<file path="config.mk">
export PLATFORM = sky130hd
export DESIGN_NAME = dblk_pacer
export DESIGN_NICKNAME = d
export VERILOG_FILES = /design/src/rtl/dblk_pkg.sv /design/src/rtl/dblk_cfg_hold.sv /design/src/rtl/dblk_phase.sv /design/src/rtl/dblk_count_sel.sv /design/src/rtl/dblk_acc.sv /design/src/rtl/dblk_pacer.sv
export SDC_FILE = /design/constraint.sdc
export NUM_CORES = 1
export LEC_CHECK = 0
export BUFFER_PORTS_ARGS = -buffer_cell sky130_fd_sc_hd__buf_4
export CAP_MARGIN = 15
export CORE_UTILIZATION = 48
export CTS_CLUSTER_SIZE = 20
export DETAILED_ROUTE_END_ITERATION = 8
export MAX_ROUTING_LAYER = met4
export PLACE_DENSITY = 0.79
export SYNTH_ARGS = -nofsm -noshare
export SYNTH_HDL_FRONTEND = slang
export SYNTH_SLANG_ARGS = --single-unit
</file>
<file path="constraint.sdc">
create_clock -name clk -period 4.05 [get_ports clk]
set_input_delay 1.0125 -clock clk [delete_from_list [all_inputs] [get_ports clk]]
set_output_delay 1.0125 -clock clk [all_outputs]
set_load 0.02 [all_outputs]
</file>
<file path="src/rtl/dblk_pkg.sv">
package dblk_pkg;

   typedef enum logic [2:0] {
      RATE_32K   = 3'd0,
      RATE_44K1  = 3'd1,
      RATE_48K   = 3'd2,
      RATE_88K2  = 3'd3,
      RATE_96K   = 3'd4,
      RATE_176K4 = 3'd5,
      RATE_192K  = 3'd6,
      RATE_NONE  = 3'd7
   } rate_e;

   typedef struct packed {
      rate_e rate;
      logic  blocking;
      logic  end_mark;
   } cfg_t;

   // rates from the 44.1 kHz family need the phase pattern
   function automatic logic is_frac(rate_e r);
      return (r == RATE_44K1) || (r == RATE_88K2) || (r == RATE_176K4);
   endfunction

   // number of phase steps before the pattern repeats
   function automatic logic [6:0] phase_limit(rate_e r);
      case (r)
         RATE_44K1:  return 7'd80;
         RATE_88K2:  return 7'd40;
         RATE_176K4: return 7'd20;
         default:    return 7'd1;
      endcase
   endfunction

   function automatic logic [5:0] fixed_count(rate_e r);
      case (r)
         RATE_32K:  return 6'd4;
         RATE_48K:  return 6'd6;
         RATE_96K:  return 6'd12;
         RATE_192K: return 6'd24;
         default:   return 6'd0;
      endcase
   endfunction

   function automatic logic [5:0] block_interval(rate_e r);
      case (r)
         RATE_32K, RATE_44K1, RATE_48K: return 6'd8;
         RATE_88K2, RATE_96K:           return 6'd16;
         RATE_176K4, RATE_192K:         return 6'd32;
         default:                       return 6'd0;
      endcase
   endfunction

endpackage

</file>
<file path="src/rtl/dblk_cfg_hold.sv">
module dblk_cfg_hold
   import dblk_pkg::*;
(
   input  logic       clk,
   input  logic       rst_n,
   input  logic       run,
   input  logic [2:0] rate_sel,
   input  logic       blocking,
   input  logic       end_mark,
   output cfg_t       cfg
);

   always_ff @(posedge clk or negedge rst_n) begin
      if (!rst_n) begin
         cfg <= '{rate: RATE_32K, blocking: 1'b0, end_mark: 1'b0};
      end else if (!run) begin
         cfg <= '{rate: rate_e'(rate_sel), blocking: blocking, end_mark: end_mark};
      end
   end

endmodule

</file>
<file path="src/rtl/dblk_phase.sv">
module dblk_phase #(
   parameter int PH_W = 7
) (
   input  logic            clk,
   input  logic            rst_n,
   input  logic            clr,
   input  logic            adv,
   input  logic [PH_W-1:0] limit,
   output logic [PH_W-1:0] phase
);

   logic [PH_W-1:0] inc;

   assign inc = phase + 1'b1;

   always_ff @(posedge clk or negedge rst_n) begin
      if (!rst_n) begin
         phase <= '0;
      end else if (clr) begin
         phase <= '0;
      end else if (adv) begin
         phase <= (inc >= limit) ? '0 : inc;
      end
   end

endmodule

</file>
<file path="src/rtl/dblk_count_sel.sv">
module dblk_count_sel
   import dblk_pkg::*;
#(
   parameter int          BLK_W     = 6,
   parameter int          PH_W      = 7,
   parameter int          SYT_W     = 16,
   parameter logic [15:0] SYT_EMPTY = 16'hFFFF
) (
   input  cfg_t             cfg,
   input  logic [PH_W-1:0]  phase,
   input  logic [SYT_W-1:0] syt_in,
   output logic [BLK_W-1:0] cnt
);

   localparam logic [PH_W-1:0] HALF44 = PH_W'(40);

   logic       ph_zero;
   logic [5:0] frac_cnt;
   logic [5:0] raw;

   assign ph_zero = (phase == '0);

   always_comb begin
      case (cfg.rate)
         RATE_44K1:  frac_cnt = 6'd5 + {5'd0, phase[0] ^ (ph_zero | (phase >= HALF44))};
         RATE_88K2:  frac_cnt = 6'd11 + {5'd0, ph_zero};
         RATE_176K4: frac_cnt = 6'd22 + {5'd0, ph_zero};
         default:    frac_cnt = 6'd0;
      endcase
   end

   always_comb begin
      if (cfg.blocking) begin
         raw = (syt_in == SYT_W'(SYT_EMPTY)) ? 6'd0 : block_interval(cfg.rate);
      end else if (is_frac(cfg.rate)) begin
         raw = frac_cnt;
      end else begin
         raw = fixed_count(cfg.rate);
      end
   end

   assign cnt = BLK_W'(raw);

endmodule

</file>
<file path="src/rtl/dblk_acc.sv">
module dblk_acc #(
   parameter int DBC_W = 8,
   parameter int BLK_W = 6
) (
   input  logic             clk,
   input  logic             rst_n,
   input  logic             clr,
   input  logic             adv,
   input  logic [BLK_W-1:0] add,
   output logic [DBC_W-1:0] ctr,
   output logic [DBC_W-1:0] ctr_next
);

   generate
      if (DBC_W > BLK_W) begin : g_wide
         assign ctr_next = ctr + {{(DBC_W-BLK_W){1'b0}}, add};
      end else begin : g_narrow
         assign ctr_next = ctr + add[DBC_W-1:0];
      end
   endgenerate

   always_ff @(posedge clk or negedge rst_n) begin
      if (!rst_n) begin
         ctr <= '0;
      end else if (clr) begin
         ctr <= '0;
      end else if (adv) begin
         ctr <= ctr_next;
      end
   end

endmodule

</file>
<file path="src/rtl/dblk_pacer.sv">
module dblk_pacer
   import dblk_pkg::*;
#(
   parameter int          BLK_W     = 6,
   parameter int          DBC_W     = 8,
   parameter int          PH_W      = 7,
   parameter int          SYT_W     = 16,
   parameter logic [15:0] SYT_EMPTY = 16'hFFFF
) (
   input  logic             clk,
   input  logic             rst_n,
   input  logic             run,
   input  logic [2:0]       rate_sel,
   input  logic             blocking,
   input  logic             end_mark,
   input  logic             cyc_stb,
   input  logic [SYT_W-1:0] syt_in,
   output logic [BLK_W-1:0] blk_cnt,
   output logic [DBC_W-1:0] dbc_out,
   output logic             out_vld
);

   generate
      if (BLK_W < 6) begin : g_bad_blk
         $error("BLK_W must hold a count of 32");
      end
      if (PH_W < 7) begin : g_bad_ph
         $error("PH_W must hold a phase of 79");
      end
      if (DBC_W < 1) begin : g_bad_dbc
         $error("DBC_W must be positive");
      end
   endgenerate

   cfg_t             cfg_q;
   logic [PH_W-1:0]  phase_q;
   logic [BLK_W-1:0] cnt;
   logic [DBC_W-1:0] ctr_q;
   logic [DBC_W-1:0] ctr_nx;
   logic             take;
   logic             ph_adv;

   assign take   = run & cyc_stb;
   assign ph_adv = take & ~cfg_q.blocking & is_frac(cfg_q.rate);

   dblk_cfg_hold u_cfg (
      .clk      (clk),
      .rst_n    (rst_n),
      .run      (run),
      .rate_sel (rate_sel),
      .blocking (blocking),
      .end_mark (end_mark),
      .cfg      (cfg_q)
   );

   dblk_phase #(.PH_W(PH_W)) u_phase (
      .clk   (clk),
      .rst_n (rst_n),
      .clr   (~run),
      .adv   (ph_adv),
      .limit (PH_W'(phase_limit(cfg_q.rate))),
      .phase (phase_q)
   );

   dblk_count_sel #(
      .BLK_W     (BLK_W),
      .PH_W      (PH_W),
      .SYT_W     (SYT_W),
      .SYT_EMPTY (SYT_EMPTY)
   ) u_sel (
      .cfg    (cfg_q),
      .phase  (phase_q),
      .syt_in (syt_in),
      .cnt    (cnt)
   );

   dblk_acc #(.DBC_W(DBC_W), .BLK_W(BLK_W)) u_acc (
      .clk      (clk),
      .rst_n    (rst_n),
      .clr      (~run),
      .adv      (take),
      .add      (cnt),
      .ctr      (ctr_q),
      .ctr_next (ctr_nx)
   );

   always_ff @(posedge clk or negedge rst_n) begin
      if (!rst_n) begin
         blk_cnt <= '0;
         dbc_out <= '0;
         out_vld <= 1'b0;
      end else begin
         out_vld <= take;
         if (take) begin
            blk_cnt <= cnt;
            dbc_out <= cfg_q.end_mark ? ctr_nx : ctr_q;
         end
      end
   end

endmodule

</file>
---- Word-level counts from Yosys, hierarchy flattened ----
Index checks and enable logic that the tools add are counted.
storage, ports and cells
  input bits .............................. 25
  register bits ........................... 35
cells by class
  equality and inequality tests ........... 9
  multiplexer cells ....................... 13
  order comparisons ....................... 2
  add/sub/neg operators ................... 5
  reduce and logical (&&, ||, !) cells .... 7
  bitwise logic cells ..................... 6
operator list
  operator                number
  $pmux W6 S3             2
  $mux W8                 3
  $mux W7                 3
  $pmux W7 S3             1
  $pmux W5 S4             1
  $mux W6                 3
  $eq A16 B16 Y1 const B  1
  $eq A3 B3 Y1 const B    3
  $add A8 B6 Y8           1
  $add A7 B1 Y7 const B   1
  $ge A7 B6 Y1 const B    1
  $ge A7 B7 Y1            1
  $logic_not A7 Y1        1
  $add A5 B1 Y6 const A   1
  $eq A3 B2 Y1 const B    2
  $add A4 B1 Y5 const A   1
  $add A3 B1 Y4 const A   1
  $ne A2 B1 Y1 const B    2
  $reduce_or A2 Y1        2
  $and A1 B1 Y1           3
  $eq A3 B1 Y1 const B    1
  $logic_not A3 Y1        1
  $reduce_or A3 Y1        1
  $logic_or A1 B1 Y1      2
  other kinds (3)         3

---- Longest topological paths before layout ----
  depth after elaboration ................. 10
  mapped depth ............................ 13
  mapped depth without buffers ............ 13

---- Hierarchy ----
Synthesis repeated with hierarchy kept, for this count alone.
second synthesis, totals
  cells, all modules ...................... 237
  area, all modules ....................... 2,383.5 um^2
modules (own cells, without submodules)
  module          instances  sequential area each (um^2)  area an instance (um^2)  cells an instance
  dblk_pacer      1          375.4                        744.5                    60
  dblk_acc        1          200.2                        629.4                    67
  dblk_phase      1          175.2                        551.8                    58
  dblk_count_sel  1          0.0                          276.5                    42
  dblk_cfg_hold   1          125.1                        181.4                    10

---- Worst setup path before layout ----
Ideal clock, no wire load.
  path kind ............................... register -> register
  from .................................... register u_phase.phase[0]
  to ...................................... register u_acc.ctr[6]
  buffers on the path ..................... 0
  slack ................................... 0.883 ns
  library setup time ...................... 0.119 ns
  stages on the path, launching flop included .. 14
  data required time ...................... 3.931 ns
  arrival ................................. 3.048 ns
  cells stage by stage .................... dfrtp_1 -> inv_1 -> ha_1 -> or3b_4 -> o311ai_4 -> xnor2_1 -> o311a_1 -> ha_1 -> fa_1 -> a211oi_1 -> nor2_1 -> o31ai_1 -> xnor2_1 -> and2_1
on the way
  longest elaborated chain between the ends .. 10
  elaborated cells between the ends (all ways) .. 13
  classes of those cells .................. add/sub: 4; order compare: 1; mux: 5; bitwise: 2; reduce/logical: 1
ends and longest elaborated chain
  item                                              RTL line                                    source
  start, declared                                   dblk_phase.sv:9                             output logic [PH_W-1:0] phase
  start signal, assigned                            dblk_phase.sv:22                            phase <= (inc >= limit) ? '0 : inc;
  $ge A7 B6 Y1 or $logic_not A7 Y1 (tied branches)  dblk_count_sel.sv:25, dblk_count_sel.sv:21
  $or A1 B1 Y1                                      dblk_count_sel.sv:25                        RATE_44K1: frac_cnt = 6'd5 + {5'd0, phase[0] ^ (ph_zero | (phase >= HALF44))};
  $xor A1 B1 Y1                                     dblk_count_sel.sv:25
  $add A3 B1 Y4                                     dblk_count_sel.sv:25
  $pmux W6 S3 *                                     dblk_count_sel.sv:24                        case (cfg.rate)
  $mux W6 *                                         dblk_count_sel.sv:35                        end else if (is_frac(cfg.rate)) begin
  $mux W6 *                                         dblk_count_sel.sv:33                        if (cfg.blocking) begin
  via cnt[0]                                        dblk_pacer.sv:37                            logic [BLK_W-1:0] cnt;
  $add A8 B6 Y8 *                                   dblk_acc.sv:16                              assign ctr_next = ctr + {{(DBC_W-BLK_W){1'b0}}, add};
  $mux W8 *                                         dblk_acc.sv:27                              end else if (adv) begin
  $mux W8 *                                         dblk_acc.sv:25                              end else if (clr) begin
  end signal, assigned                              dblk_acc.sv:28                              ctr <= ctr_next;
  end, declared                                     dblk_acc.sv:10                              output logic [DBC_W-1:0] ctr,
The timed path passes the listed nets; every way through them passes the cells marked *. The select of a mux whose other input is x is not followed.
A chain may end at the register's enable or synchronous reset.

---- Worst setup path in the final report ----
  from .................................... register u_phase.phase[0]
  to ...................................... register dbc_out[6]
on the way
  longest elaborated chain between the ends .. 9
  elaborated cells between the ends (all ways) .. 12
  classes of those cells .................. add/sub: 4; order compare: 1; mux: 4; bitwise: 2; reduce/logical: 1
ends and longest elaborated chain
  item                                              RTL line                                    source
  $ge A7 B6 Y1 or $logic_not A7 Y1 (tied branches)  dblk_count_sel.sv:25, dblk_count_sel.sv:21
  $or A1 B1 Y1                                      dblk_count_sel.sv:25
  $xor A1 B1 Y1                                     dblk_count_sel.sv:25
  $add A3 B1 Y4                                     dblk_count_sel.sv:25
  $pmux W6 S3 *                                     dblk_count_sel.sv:24
  $mux W6 *                                         dblk_count_sel.sv:35
  $mux W6 *                                         dblk_count_sel.sv:33
  via cnt[0]                                        dblk_pacer.sv:37
  $add A8 B6 Y8 *                                   dblk_acc.sv:16
  $mux W8 *                                         dblk_pacer.sv:96                            dbc_out <= cfg_q.end_mark ? ctr_nx : ctr_q;
  end signal, assigned                              dblk_pacer.sv:96
  end, declared                                     dblk_pacer.sv:19                            output logic [DBC_W-1:0] dbc_out,
The timed path passes the listed nets; every way through them passes the cells marked *.

==> results.toml <==
[run_status]
status = "completed"

[drt]
post_drt_via_cell_ratio = 5.81
wl_met3_um = 189
drc = 0
wl_met1_um = 2240
dr_total_vias = 1773
first_pass_iters = 4
wire_per_inst_um = 14.7
routed.top_layer = "met4"
routed_wl_um = 4480
wl_met2_um = 1980
ant_nets = 0
drt_iter0_drc = 82

[clock_tree]
clk_latency_ps = 290
htreeDepth = 2
ctsLongestPathBuffers = 2
ctsResizeCount = 0
cts_tree = "done"
cts_setup_buffers = 0
clock-sinks = 35
cts.reportedPaths.clkPinSlew_ps = 70
cts.hold.buffers_added = 0
cts_buffers = 5
root_buffer = "clkbuf_8"

[power_and_ir_drop]
p_total_uw = 961
power.density_nw_per_um2 = 370
ir_worst_vdd_mv = 0.177
leakagePower_nw = 1.25

[worst_hold_path]
min_to = "dbc_out[2]"
hold_class = "reg2reg"
hp-start = "dbc_out[2]"
min_path_cells = 2

[critical_path]
required_ps = 4230
critPathKind = "reg2reg"
slowest_delay_ps = 450
worstReg2RegStart = "u_phase.phase[0]"
end_kind = "flop"
cpMostUsedCell = "ha_1"
r2r_end = "dbc_out[6]"
r2r_cells = 13
cp_cell_sequence = "inv_1 -> ha_1 -> or3b_4 -> o311ai_4 -> xnor2_1 -> o311a_1 -> ha_1 -> fa_1 -> a211oi_1 -> nor2_1 -> o21ai_0 -> mux2i_1 -> nand2_1"
reg2reg_slack_ps = 700
crit_arrival_ps = 3520
crit_path_start = "u_phase.phase[0]"
crit_fanout = 7
slowest_stage = "dfrtp_1"
cp-start-kind = "flop"

[floorplan]
ios = 40
die_x_um = 69.4
rows = 24
initial_core_util = 0.501
die_area_um2 = 4820
die_height_um = 69.4
core-area_um2 = 4350

[synthesis]
synth_cell_types = 48
yosysMostFrequentCell = "dfrtp_1"
yosys.area.top_type_share = 0.402
syn_area_um2 = 2180
synth_area_leaders = "dfrtp_1 40%, ha_1 8.0%, mux2_2 4.6%"
yosys.area.top_type = "dfrtp_1"
synth_seq_cells = 35
synth_flop_cell = "dfrtp_1"
yosysWarnings = 0
synth_edf_count = 0
synthCells = 216
syn_avg_cell_area_um2 = 10.1
synthArstFlopShare = 1.00
yosysSeqAreaShare = 0.402
syn_nets = 256
synth.top_cells.by_count = "35 x dfrtp_1, 22 x nand2_1, 17 x o21ai_0"

[timing]
tightest_slew_ps = 688
holdWs_ps = 482
fin_crit_sh = 0.826
skew_ps = 5.35
fmax_ghz = 0.299
finalCriticalPeriod_ps = 3350
slew_viol_final = 0
fin_tns_setup_ps = 0
final-hold-violation-count = 0
setup_violations = 0
rsz0062_at_grt = "no"
relSlewSlack = 0.538

[final_layout]
multiInputGateArea_um2 = 1240
nets = 293
num-fill-cells = 364
ff_latch_area_um2 = 876
areaGrowthSynthToFinish_pct = 19.1
drive_gt1_frac = 0.241
antennaDiodeCount = 0

[grt]
grt_max_degree = 36
grt_pass1_wl_um = 7670
grt_antenna_before_repair = 0
grt_usage = 0.204
overflow = 0
grt_pass1_vias = 1705

[place]
hpwl_um = 3360
port_buffers = 39
gp_congestion = 0.902

[flow_run]
cap_violations = 0
worst max-delay path, delay by kind of cell (launching register included):
family | cells | cell delay [ps]
AOI/OAI and AO/OA | 4 | 990
xor gates and xnor gates | 1 | 120
adders and majority gates | 3 | 800
buffers and inverters | 1 | 110
DFF | 1 | 450
muxes | 1 | 210
and+or+nand+nor | 3 | 550
metal layers:
metal | up-vias | track usage
met5 | - | -
met4 | 0 | 0.0816
met3 | 7 | 0.0291
met2 | 50 | 0.301
met1 | 850 | 0.284
li1 | 866 | -
through the flow:
stage,instances,worst slack (ps),area [um2],utilization
6_report,305,704,2600,0.597
3_5_place_dp,298,689,2510,0.576
5_1_grt,305,395,2600,0.597
4_1_cts,305,680,2600,0.597
2_1_floorplan,216,883,2180,-
3_3_place_gp,298,759,2510,0.576
cells in the final DEF, fill, tap and decap left out, types with 2 or more instances in the layout:
cell type / Yosys / final
nand3_1: 4 / 4
mux2_2: 9 / 9
xor2_1: 5 / 5
nand3b_1: 3 / 3
nand2b_1: 2 / 2
and3_1: 2 / 2
o21a_1: 2 / 2
a211oi_1: 5 / 5
o31ai_1: 2 / 2
mux2i_1: 9 / 9
o21bai_1: 2 / 2
clkbuf_8: 0 / 6
a32oi_1: 2 / 2
nand2_1: 22 / 22
nor2_1: 9 / 9
buf_4: 0 / 41
nand4_1: 4 / 4
o21ai_0: 17 / 17
a211o_1: 2 / 2
a21oi_1: 4 / 4
xnor2_1: 8 / 8
nor3_1: 2 / 2
ha_1: 14 / 14
dfrtp_1: 35 / 35
nor3b_1: 5 / 5
nor2b_1: 3 / 3
a21o_1: 4 / 4
a22o_1: 5 / 5
and2_1: 2 / 2
inv_1: 5 / 5
sequential cells by signal (all words and copies together) (netlist names):
signal	flops
dbc_out	8
u_acc.ctr	8
u_phase.phase	7
blk_cnt	6
u_cfg.cfg	5
out_vld	1
worst max-delay path by stage:
stage,depth (start not counted),slack [ps],end
2_1_floorplan,13,880,u_acc.ctr[6]
3_3_place_gp,13,760,dbc_out[6]
3_5_place_dp,13,690,dbc_out[6]
4_1_cts,13,680,dbc_out[6]
5_1_grt,13,400,dbc_out[6]
6_report,13,700,dbc_out[6]
cell type report:
type                       instances  share of cell area
multi-input combinational        164               0.477
sequential                        35               0.337
timing repair buffer              41               0.118
clock buffer                       6              0.0318
tap                               52              0.0250
inverter                           6             0.00867
clock inverter                     1             0.00193
where the power goes:
group / internal (mW) / switching, mW
clock network: 0.133 / 0.125
logic: 0.128 / 0.149
registers: 0.389 / 0.0372
logic make-up after synthesis:
logic type | after synthesis | share of synthesized area
AO/OA/AOI/OAI | 55 | 0.184
XOR/XNOR | 13 | 0.0522
adder cells (fa/ha/maj) | 15 | 0.0895
buffers and inverters | 17 | 0.0304
flip-flops | 35 | 0.402
multiplexers | 19 | 0.0947
AND/OR/NAND/NOR | 62 | 0.147
Note: power is estimated with default switching activity, not from simulation.
